<file path="src/rtl/phc_pkg.sv">
package phc_pkg;

  parameter int unsigned PHC_CNT_W      = 8;
  parameter int unsigned PHC_WRAP_LIMIT = 56;
  parameter int unsigned PHC_SYNC_STG   = 3;

  typedef enum logic [1:0] {
    PHC_ACT_INC  = 2'd0,
    PHC_ACT_EDGE = 2'd1,
    PHC_ACT_WRAP = 2'd2
  } phc_act_e;

endpackage

</file>
<file path="src/rtl/phc_rst_sync.sv">
module phc_rst_sync (
  input  logic clk_i,
  input  logic rst_n_i,
  output logic rst_n_o
);

  logic [1:0] rel_q;
  logic [1:0] rel_d;

  always_comb begin
    rel_d = {rel_q[0], 1'b1};
  end

  always_ff @(posedge clk_i or negedge rst_n_i) begin
    if (!rst_n_i) begin
      rel_q <= 2'b00;
    end else begin
      rel_q <= rel_d;
    end
  end

  assign rst_n_o = rel_q[1];

endmodule

</file>
<file path="src/rtl/phc_ref_sync.sv">
module phc_ref_sync #(
  parameter int unsigned STAGES = phc_pkg::PHC_SYNC_STG
) (
  input  logic clk_i,
  input  logic rst_ni,
  input  logic ref_i,
  output logic fall_o
);

  localparam int unsigned OLD_IX = STAGES - 1;
  localparam int unsigned NEW_IX = STAGES - 2;

  logic [STAGES-1:0] smp_q;
  logic [STAGES-1:0] smp_d;

  always_comb begin
    smp_d = {smp_q[STAGES-2:0], ref_i};
  end

  always_ff @(posedge clk_i or negedge rst_ni) begin
    if (!rst_ni) begin
      smp_q <= '1;
    end else begin
      smp_q <= smp_d;
    end
  end

  assign fall_o = smp_q[OLD_IX] & ~smp_q[NEW_IX];

  AST_FALL_SINGLE: assert property (@(posedge clk_i) disable iff (!rst_ni)
    fall_o |=> !fall_o);

  AST_FALL_FROM_CHAIN: assert property (@(posedge clk_i) disable iff (!rst_ni)
    fall_o |-> $past(smp_q[NEW_IX]) && !$past(smp_q[NEW_IX-1]));

endmodule

</file>
<file path="src/rtl/phc_counter.sv">
module phc_counter
  import phc_pkg::*;
#(
  parameter int unsigned CNT_W      = PHC_CNT_W,
  parameter int unsigned WRAP_LIMIT = PHC_WRAP_LIMIT
) (
  input  logic             clk_i,
  input  logic             rst_ni,
  input  logic             fall_i,
  output logic [CNT_W-1:0] count_o,
  output logic             pulse_o,
  output logic             miss_o
);

  localparam logic [CNT_W-1:0] LIMIT_V = CNT_W'(WRAP_LIMIT);
  localparam logic [CNT_W-1:0] ONE_V   = CNT_W'(1);

  phc_act_e         act;
  logic [CNT_W-1:0] cnt_q, cnt_d;
  logic             pulse_q, pulse_d;
  logic             miss_q;
  logic             miss_en;

  always_comb begin
    if (fall_i) begin
      act = PHC_ACT_EDGE;
    end else if (cnt_q == LIMIT_V) begin
      act = PHC_ACT_WRAP;
    end else begin
      act = PHC_ACT_INC;
    end
  end

  always_comb begin
    cnt_d   = cnt_q + ONE_V;
    pulse_d = 1'b0;
    miss_en = 1'b0;
    case (act)
      PHC_ACT_EDGE: begin
        cnt_d   = '0;
        pulse_d = 1'b1;
      end
      PHC_ACT_WRAP: begin
        cnt_d   = '0;
        miss_en = 1'b1;
      end
      default: begin
        cnt_d = cnt_q + ONE_V;
      end
    endcase
  end

  always_ff @(posedge clk_i or negedge rst_ni) begin
    if (!rst_ni) begin
      cnt_q   <= '0;
      pulse_q <= 1'b0;
    end else begin
      cnt_q   <= cnt_d;
      pulse_q <= pulse_d;
    end
  end

  always_ff @(posedge clk_i or negedge rst_ni) begin
    if (!rst_ni) begin
      miss_q <= 1'b0;
    end else if (miss_en) begin
      miss_q <= 1'b1;
    end
  end

  assign count_o = cnt_q;
  assign pulse_o = pulse_q;
  assign miss_o  = miss_q;

  AST_STEP_ONE: assert property (@(posedge clk_i) disable iff (!rst_ni)
    (!fall_i && cnt_q != LIMIT_V) |=> cnt_q == $past(cnt_q) + ONE_V);

  AST_EDGE_ZERO: assert property (@(posedge clk_i) disable iff (!rst_ni)
    fall_i |=> (cnt_q == '0) && pulse_q);

  AST_WRAP_ZERO: assert property (@(posedge clk_i) disable iff (!rst_ni)
    (!fall_i && cnt_q == LIMIT_V) |=> (cnt_q == '0) && miss_q && !pulse_q);

  AST_NO_OVERFLOW: assert property (@(posedge clk_i) disable iff (!rst_ni)
    cnt_q <= LIMIT_V);

  AST_PULSE_AT_ZERO: assert property (@(posedge clk_i) disable iff (!rst_ni)
    pulse_q |-> cnt_q == '0);

  AST_MISS_STICKY: assert property (@(posedge clk_i) disable iff (!rst_ni)
    miss_q |=> miss_q);

  AST_EDGE_AT_LIMIT_NO_MISS: assert property (@(posedge clk_i) disable iff (!rst_ni)
    (fall_i && !miss_q) |=> !miss_q);

endmodule

</file>
<file path="src/rtl/phc_lock.sv">
module phc_lock
  import phc_pkg::*;
#(
  parameter int unsigned CNT_W       = PHC_CNT_W,
  parameter int unsigned WRAP_LIMIT  = PHC_WRAP_LIMIT,
  parameter int unsigned SYNC_STAGES = PHC_SYNC_STG
) (
  input  logic             clk_i,
  input  logic             rst_n_i,
  input  logic             ref_i,
  output logic [CNT_W-1:0] count_o,
  output logic             edge_pulse_o,
  output logic             missing_edge_o
);

  logic rst_n_int;
  logic ref_fall;

  phc_rst_sync u_rst (
    .clk_i   (clk_i),
    .rst_n_i (rst_n_i),
    .rst_n_o (rst_n_int)
  );

  phc_ref_sync #(
    .STAGES (SYNC_STAGES)
  ) u_sync (
    .clk_i  (clk_i),
    .rst_ni (rst_n_int),
    .ref_i  (ref_i),
    .fall_o (ref_fall)
  );

  phc_counter #(
    .CNT_W      (CNT_W),
    .WRAP_LIMIT (WRAP_LIMIT)
  ) u_cnt (
    .clk_i   (clk_i),
    .rst_ni  (rst_n_int),
    .fall_i  (ref_fall),
    .count_o (count_o),
    .pulse_o (edge_pulse_o),
    .miss_o  (missing_edge_o)
  );

  AST_RESET_QUIET: assert property (@(posedge clk_i)
    !rst_n_int |-> (count_o == '0) && !edge_pulse_o && !missing_edge_o);

endmodule

</file>
<file path="config.mk">
export PLATFORM = sky130hd
export DESIGN_NAME = phc_lock
export DESIGN_NICKNAME = d
export VERILOG_FILES = /design/src/rtl/phc_pkg.sv /design/src/rtl/phc_rst_sync.sv /design/src/rtl/phc_ref_sync.sv /design/src/rtl/phc_counter.sv /design/src/rtl/phc_lock.sv
export SDC_FILE = /design/constraint.sdc
export NUM_CORES = 1
export LEC_CHECK = 0
export ABC_CLOCK_PERIOD_IN_PS = 800
export BUFFER_PORTS_ARGS = -buffer_cell sky130_fd_sc_hd__buf_2
export CORE_MARGIN = 2
export CORE_UTILIZATION = 50
export CTS_BUF_LIST = sky130_fd_sc_hd__clkbuf_16
export DETAILED_ROUTE_END_ITERATION = 12
export PLACE_DENSITY = 0.73
export SKIP_CTS_REPAIR_TIMING = 1
export SLEW_MARGIN = 20
export SYNTH_ARGS = -nofsm -noshare
export SYNTH_HDL_FRONTEND = slang
export SYNTH_SLANG_ARGS = --single-unit
</file>
<file path="constraint.sdc">
create_clock -name clk_i -period 0.8 [get_ports clk_i]
set_input_delay 0 -clock clk_i [delete_from_list [all_inputs] [get_ports clk_i]]
set_output_delay 0 -clock clk_i [all_outputs]
set_load 0.03 [all_outputs]
</file>
**After elaboration in Yosys (flattened, before gate mapping)**

Cells that the tools add are included.

- Mux-type cells: 5
- Equal/unequal tests: 3
- Reductions and logical operators: 1
- $add $sub $neg: 1
- Bitwise logic cells: 2

Operator list:

| operator | number |
|---|---|
| $add 8x1->8 const B | 1 |
| $eq 8x6->1 const B | 1 |
| $mux 8 | 1 |
| $mux 2 | 2 |
| $eq 2x1->1 const B | 1 |
| $eq 2x2->1 const B | 1 |
| $mux 1 | 2 |
| $reduce_or 2->1 | 1 |
| $and 1x1->1 | 1 |
| $not 1->1 | 1 |

- Bits in registers: 15
- Logic and storage cells: 17
- Input port bits: 3

**Depth between registers and ports, before layout**

- Depth after elaboration: 6
- Depth in mapped cells: 5
- Gate-level depth less buffers: 5

**Cells and area by module**

Synthesis repeated with hierarchy kept, for this count alone.

- Cells, all modules: 56
- Area total of the unflattened synthesis: 675.6 um^2

Modules (own cells, without submodules):

| module | times used | seq. area each (um^2) | cells each | area an instance (um^2) |
|---|---|---|---|---|
| phc_counter | 1 | 250.2 | 49 | 529.3 |
| phc_ref_sync | 1 | 78.8 | 4 | 92.6 |
| phc_rst_sync | 1 | 50.0 | 3 | 53.8 |

**Worst setup path before layout**

Ideal clock, no wire load.

- Kind: register to register
- From: register u_cnt.cnt_q[0] (netlist: u_cnt.count_o[0])
- To: register u_cnt.cnt_q[2] (netlist: u_cnt.count_o[2])
- Arrival: 1566 ps
- Path buffers: 0
- Period minus slack after synthesis: 1698 ps
- Required time: 668 ps
- Setup time: 132 ps
- Path slack: -898 ps
- Stages on the path, launching flop included: 6
- Cells stage by stage: dfrtp_1 inv_1 ha_1 or3b_4 o41ai_4 nor2_1

- Word-level cells in the longest chain between the ends: 6
- Elaborated cells between the ends (all ways): 8

Ends and longest elaborated chain:

| what | line | text |
|---|---|---|
| start, declared | phc_counter.sv:19 | `logic [CNT_W-1:0] cnt_q, cnt_d;` |
| start signal, assigned | phc_counter.sv:58 | `cnt_q <= cnt_d;` |
| $eq 8x6->1 | phc_counter.sv:27 | `end else if (cnt_q == LIMIT_V) begin` |
| $mux 2 | phc_counter.sv:27 |  |
| $mux 2 | phc_counter.sv:25 | `if (fall_i) begin` |
| $eq 2x1->1 or $eq 2x2->1 (tied branches) | phc_counter.sv:38 | `case (act)` |
| $reduce_or 2->1 (no source line) | - |  |
| $mux 8 * | phc_counter.sv:38 |  |
| net u_cnt.cnt_d[2] | phc_counter.sv:19 |  |

The timed path passes the listed nets; every way through them passes the cells marked *.
A chain may end at the register's enable or synchronous reset.

**Worst setup path in the final report**

- From: register u_cnt.cnt_q[0] (netlist: u_cnt.count_o[0])
- To: register u_cnt.cnt_q[5] (netlist: u_cnt.count_o[5])

Same word-level chain as after synthesis.

==> summary.md <==
| Metric | Value |
|---|---|
| Final Critical Period | 1.563 ns |
| Floorplan core area | 1285 um^2 |
| Final WL | 1.556 mm |
| # DRC | 0 |
| Cell row count | 13 |
| Clk slew on worst S/H paths | 0.05 ns |
| RSZ-0062 raised after global routing | yes |
| Placed cell areas | 869.6 um^2 |
| Die area | 1678 um^2 |
| Register area share after synthesis | 55.49% |
| Layout cells sized above 1 | 53.19% |
| Largest net degree at the start of global routing | 11 |
| Most frequent cells in the layout | buf_6, buf_4, dfrtp_2, dfrtp_1, o21ai_0 |
| Die Wd | 40.97 um |
| Initial antenna violation count | 0 |
| Total GRT Usage | 20.64% |
| Most common cell after layout, fill and taps aside | buf_6 |
| H-Tree Depth | 1 |
| Max Fclk | 0.6400 GHz |
| Worst EP required | 0.90 ns |
| Area Growth Syn to Fin | 57.69% |
| Die span in y | 40.97 um |
| CP Max Fanout | 5 |
| Remaining antenna violation count | 0 |
| Vias per std cell | 5.248 |
| Hold WS | 0.05872 ns |
| Root buffer cell | clkbuf_16 |
| Status | finished, violations left |
| Syn Nets | 67 |
| Io pins | 13 |
| Setup violators final | 18 |
| Top post-synthesis cells by area | dfrtp_1, dfstp_2, o41ai_4, ha_1, o21ai_0 |
| Netlist Area Pre-Place | 683.2 um^2 |
| DRT Pass-1 Iters | 4 |
| Max-cap violations | 0 |
| Buffers on Ports | 12 |
| # diodes | 0 |
| Total grt overflow | 0 |
| VDD IR-drop max | 2.515 mV |
| TritonCTS clock tree | yes |
| #FFs+latches synth | 15 |
| Fin worst setup slack | -0.7626 ns |
| Final number of hold-violating endpoints | 0 |
| Worst Clk Skew | 0.002024 ns |
| HP Class | input port to asynchronous set/reset pin |
| Clock sink count | 15 |
| Final instance area | 1077 um^2 |
| HPWL after DPL | 989.2 um |
| GP Congestion | 0.7427 |
| PD cells | 3627 nW/um^2 |
| Yosys warns | 0 |
| Worst setup SP type | flop |
| Drt wl/cell | 14.28 um |
| Fill cells | 71 |
| Vias in the first global route | 491 |
| Via count | 572 |
| Post-Syn Instances | 62 |
| Pins Over Slew Limit | 0 |
| CTS Buf Count | 3 |
| Initial Utilization | 53.16% |
| Period utilization | 195.3% |
| Layout net count | 100 |
| Syn avg cell area | 11.02 um^2 |
| CP arrival | 1.67 ns |
| Final setup TNS | -6.773 ns |
| CP Capture Type | flop |
| Clock Latency Late Sink | 0.24 ns |
| Failing checks | setup timing |
| Yosys top cell area share | 43.96% |
| Netlist cell types | 26 |
| First-pass GRT wire length | 2.159 mm |
| Iter 0 DRT Violations | 9 |
| CP Class | flop to flop |
| Post-synth top area cell | dfrtp_1 |
| Leakage Power | 0.5024 nW |
| CTS max path bufs | 2 |
-- state kept, by name, indices dropped and copies added (netlist names) --
register and flops:
u_sync.smp_q 3, u_cnt.count_o 8, u_cnt.pulse_o 1, u_rst.rel_q 2, u_cnt.miss_o 1
-- cell type report --
| type | instances | area, um^2 | share of cell area [%] |
|---|---|---|---|
| flip-flops and latches | 15 | 386.6 | 35.89 |
| multi-input cells | 40 | 290.3 | 26.95 |
| repair buffers | 29 | 274.0 | 25.44 |
| clock buffers | 3 | 75.07 | 6.969 |
| inverters | 6 | 25.02 | 2.323 |
| well taps | 15 | 18.77 | 1.742 |
| clock inverters | 1 | 7.507 | 0.6969 |
-- power breakdown --
part / total [mW] / switching (mW) / internal [mW]
Combinational: 1.76 / 0.873 / 0.883
Clock: 0.981 / 0.308 / 0.673
Sequential: 1.17 / 0.218 / 0.953
Total: 3.91 / 1.40 / 2.51
-- logic make-up after synthesis --
family                     share of synthesized area, %
and+or+nand+nor                                   18.32
AOI/OAI and AO/OA                                 16.30
DFF                                               55.50
buffers and inverters                             4.396
adders and majority gates                         3.662
xor gates and xnor gates                          1.282
other                                            0.5489
-- cells in the mapped netlist, drive strengths merged --
| cell | instances |
|---|---|
| nand3 | 1 |
| or3 | 2 |
| nand2b | 1 |
| nand2 | 4 |
| and3b | 1 |
| nor2 | 4 |
| or4b | 1 |
| buf | 1 |
| o21ai | 5 |
| a21oi | 4 |
| a21boi | 1 |
| ha | 2 |
| a31oi | 2 |
| xnor2 | 1 |
| conb | 1 |
| nor2b | 3 |
| inv | 6 |
| dfstp | 3 |
| nand4 | 1 |
| a222oi | 1 |
| and4b | 1 |
| dfrtp | 12 |
| o41ai | 1 |
| a31o | 1 |
| and2 | 1 |
| or3b | 1 |
-- worst paths after layout --
kind | startpoint | end | slack (ns) | depth (start not counted)
setup / recovery | u_cnt.count_o[0]$_DFF_PN0_ | u_cnt.count_o[5]$_DFF_PN0_ | -0.76 | 5
hold / removal | rst_n_i | u_rst.rel_q[1]$_DFF_PN0_ | 0.06 | 2
setup reg to reg | u_cnt.count_o[0]$_DFF_PN0_ | u_cnt.count_o[5]$_DFF_PN0_ | -0.76 | 5
hold reg to reg | u_rst.rel_q[1]$_DFF_PN0_ | u_cnt.count_o[2]$_DFF_PN0_ | 0.17 | 1
max in group asynchronous | u_rst.rel_q[1]$_DFF_PN0_ | u_sync.smp_q[1]$_DFF_PN1_ | 0.41 | 1
min in group clk_i | u_rst.rel_q[0]$_DFF_PN0_ | u_rst.rel_q[1]$_DFF_PN0_ | 0.35 | 0
-- stage by stage --
stage               utilization [%]  worst slack, ns  total power, mW  std cells
floorplan                         -          -0.7357            2.040         62
global placement              67.67          -0.6517            2.525        101
detailed placement            67.67          -0.6741            2.535        101
CTS                           74.10          -0.6911            3.551        105
global route                  83.84          -0.8485            4.116        109
finish                        83.84          -0.7626            3.907        109
-- critical path, cell delays in order, from the launching register on --
cell,delay [ns]
dfrtp_2,0.41
inv_2,0.05
ha_2,0.14
or3b_4,0.40
a222oi_1,0.28
a21oi_1,0.13
-- routing by layer --
| metal | GRT usage (%) | wire length, um | vias up |
|---|---|---|---|
| li1 | - | - | 281 |
| met1 | 27.08 | 729 | 280 |
| met2 | 31.64 | 775 | 9 |
| met3 | 3.261 | 39 | 2 |
| met4 | 12.50 | 12 | 0 |
| met5 | 0 | 0 | - |
Note: power is estimated with default switching activity, not from simulation.
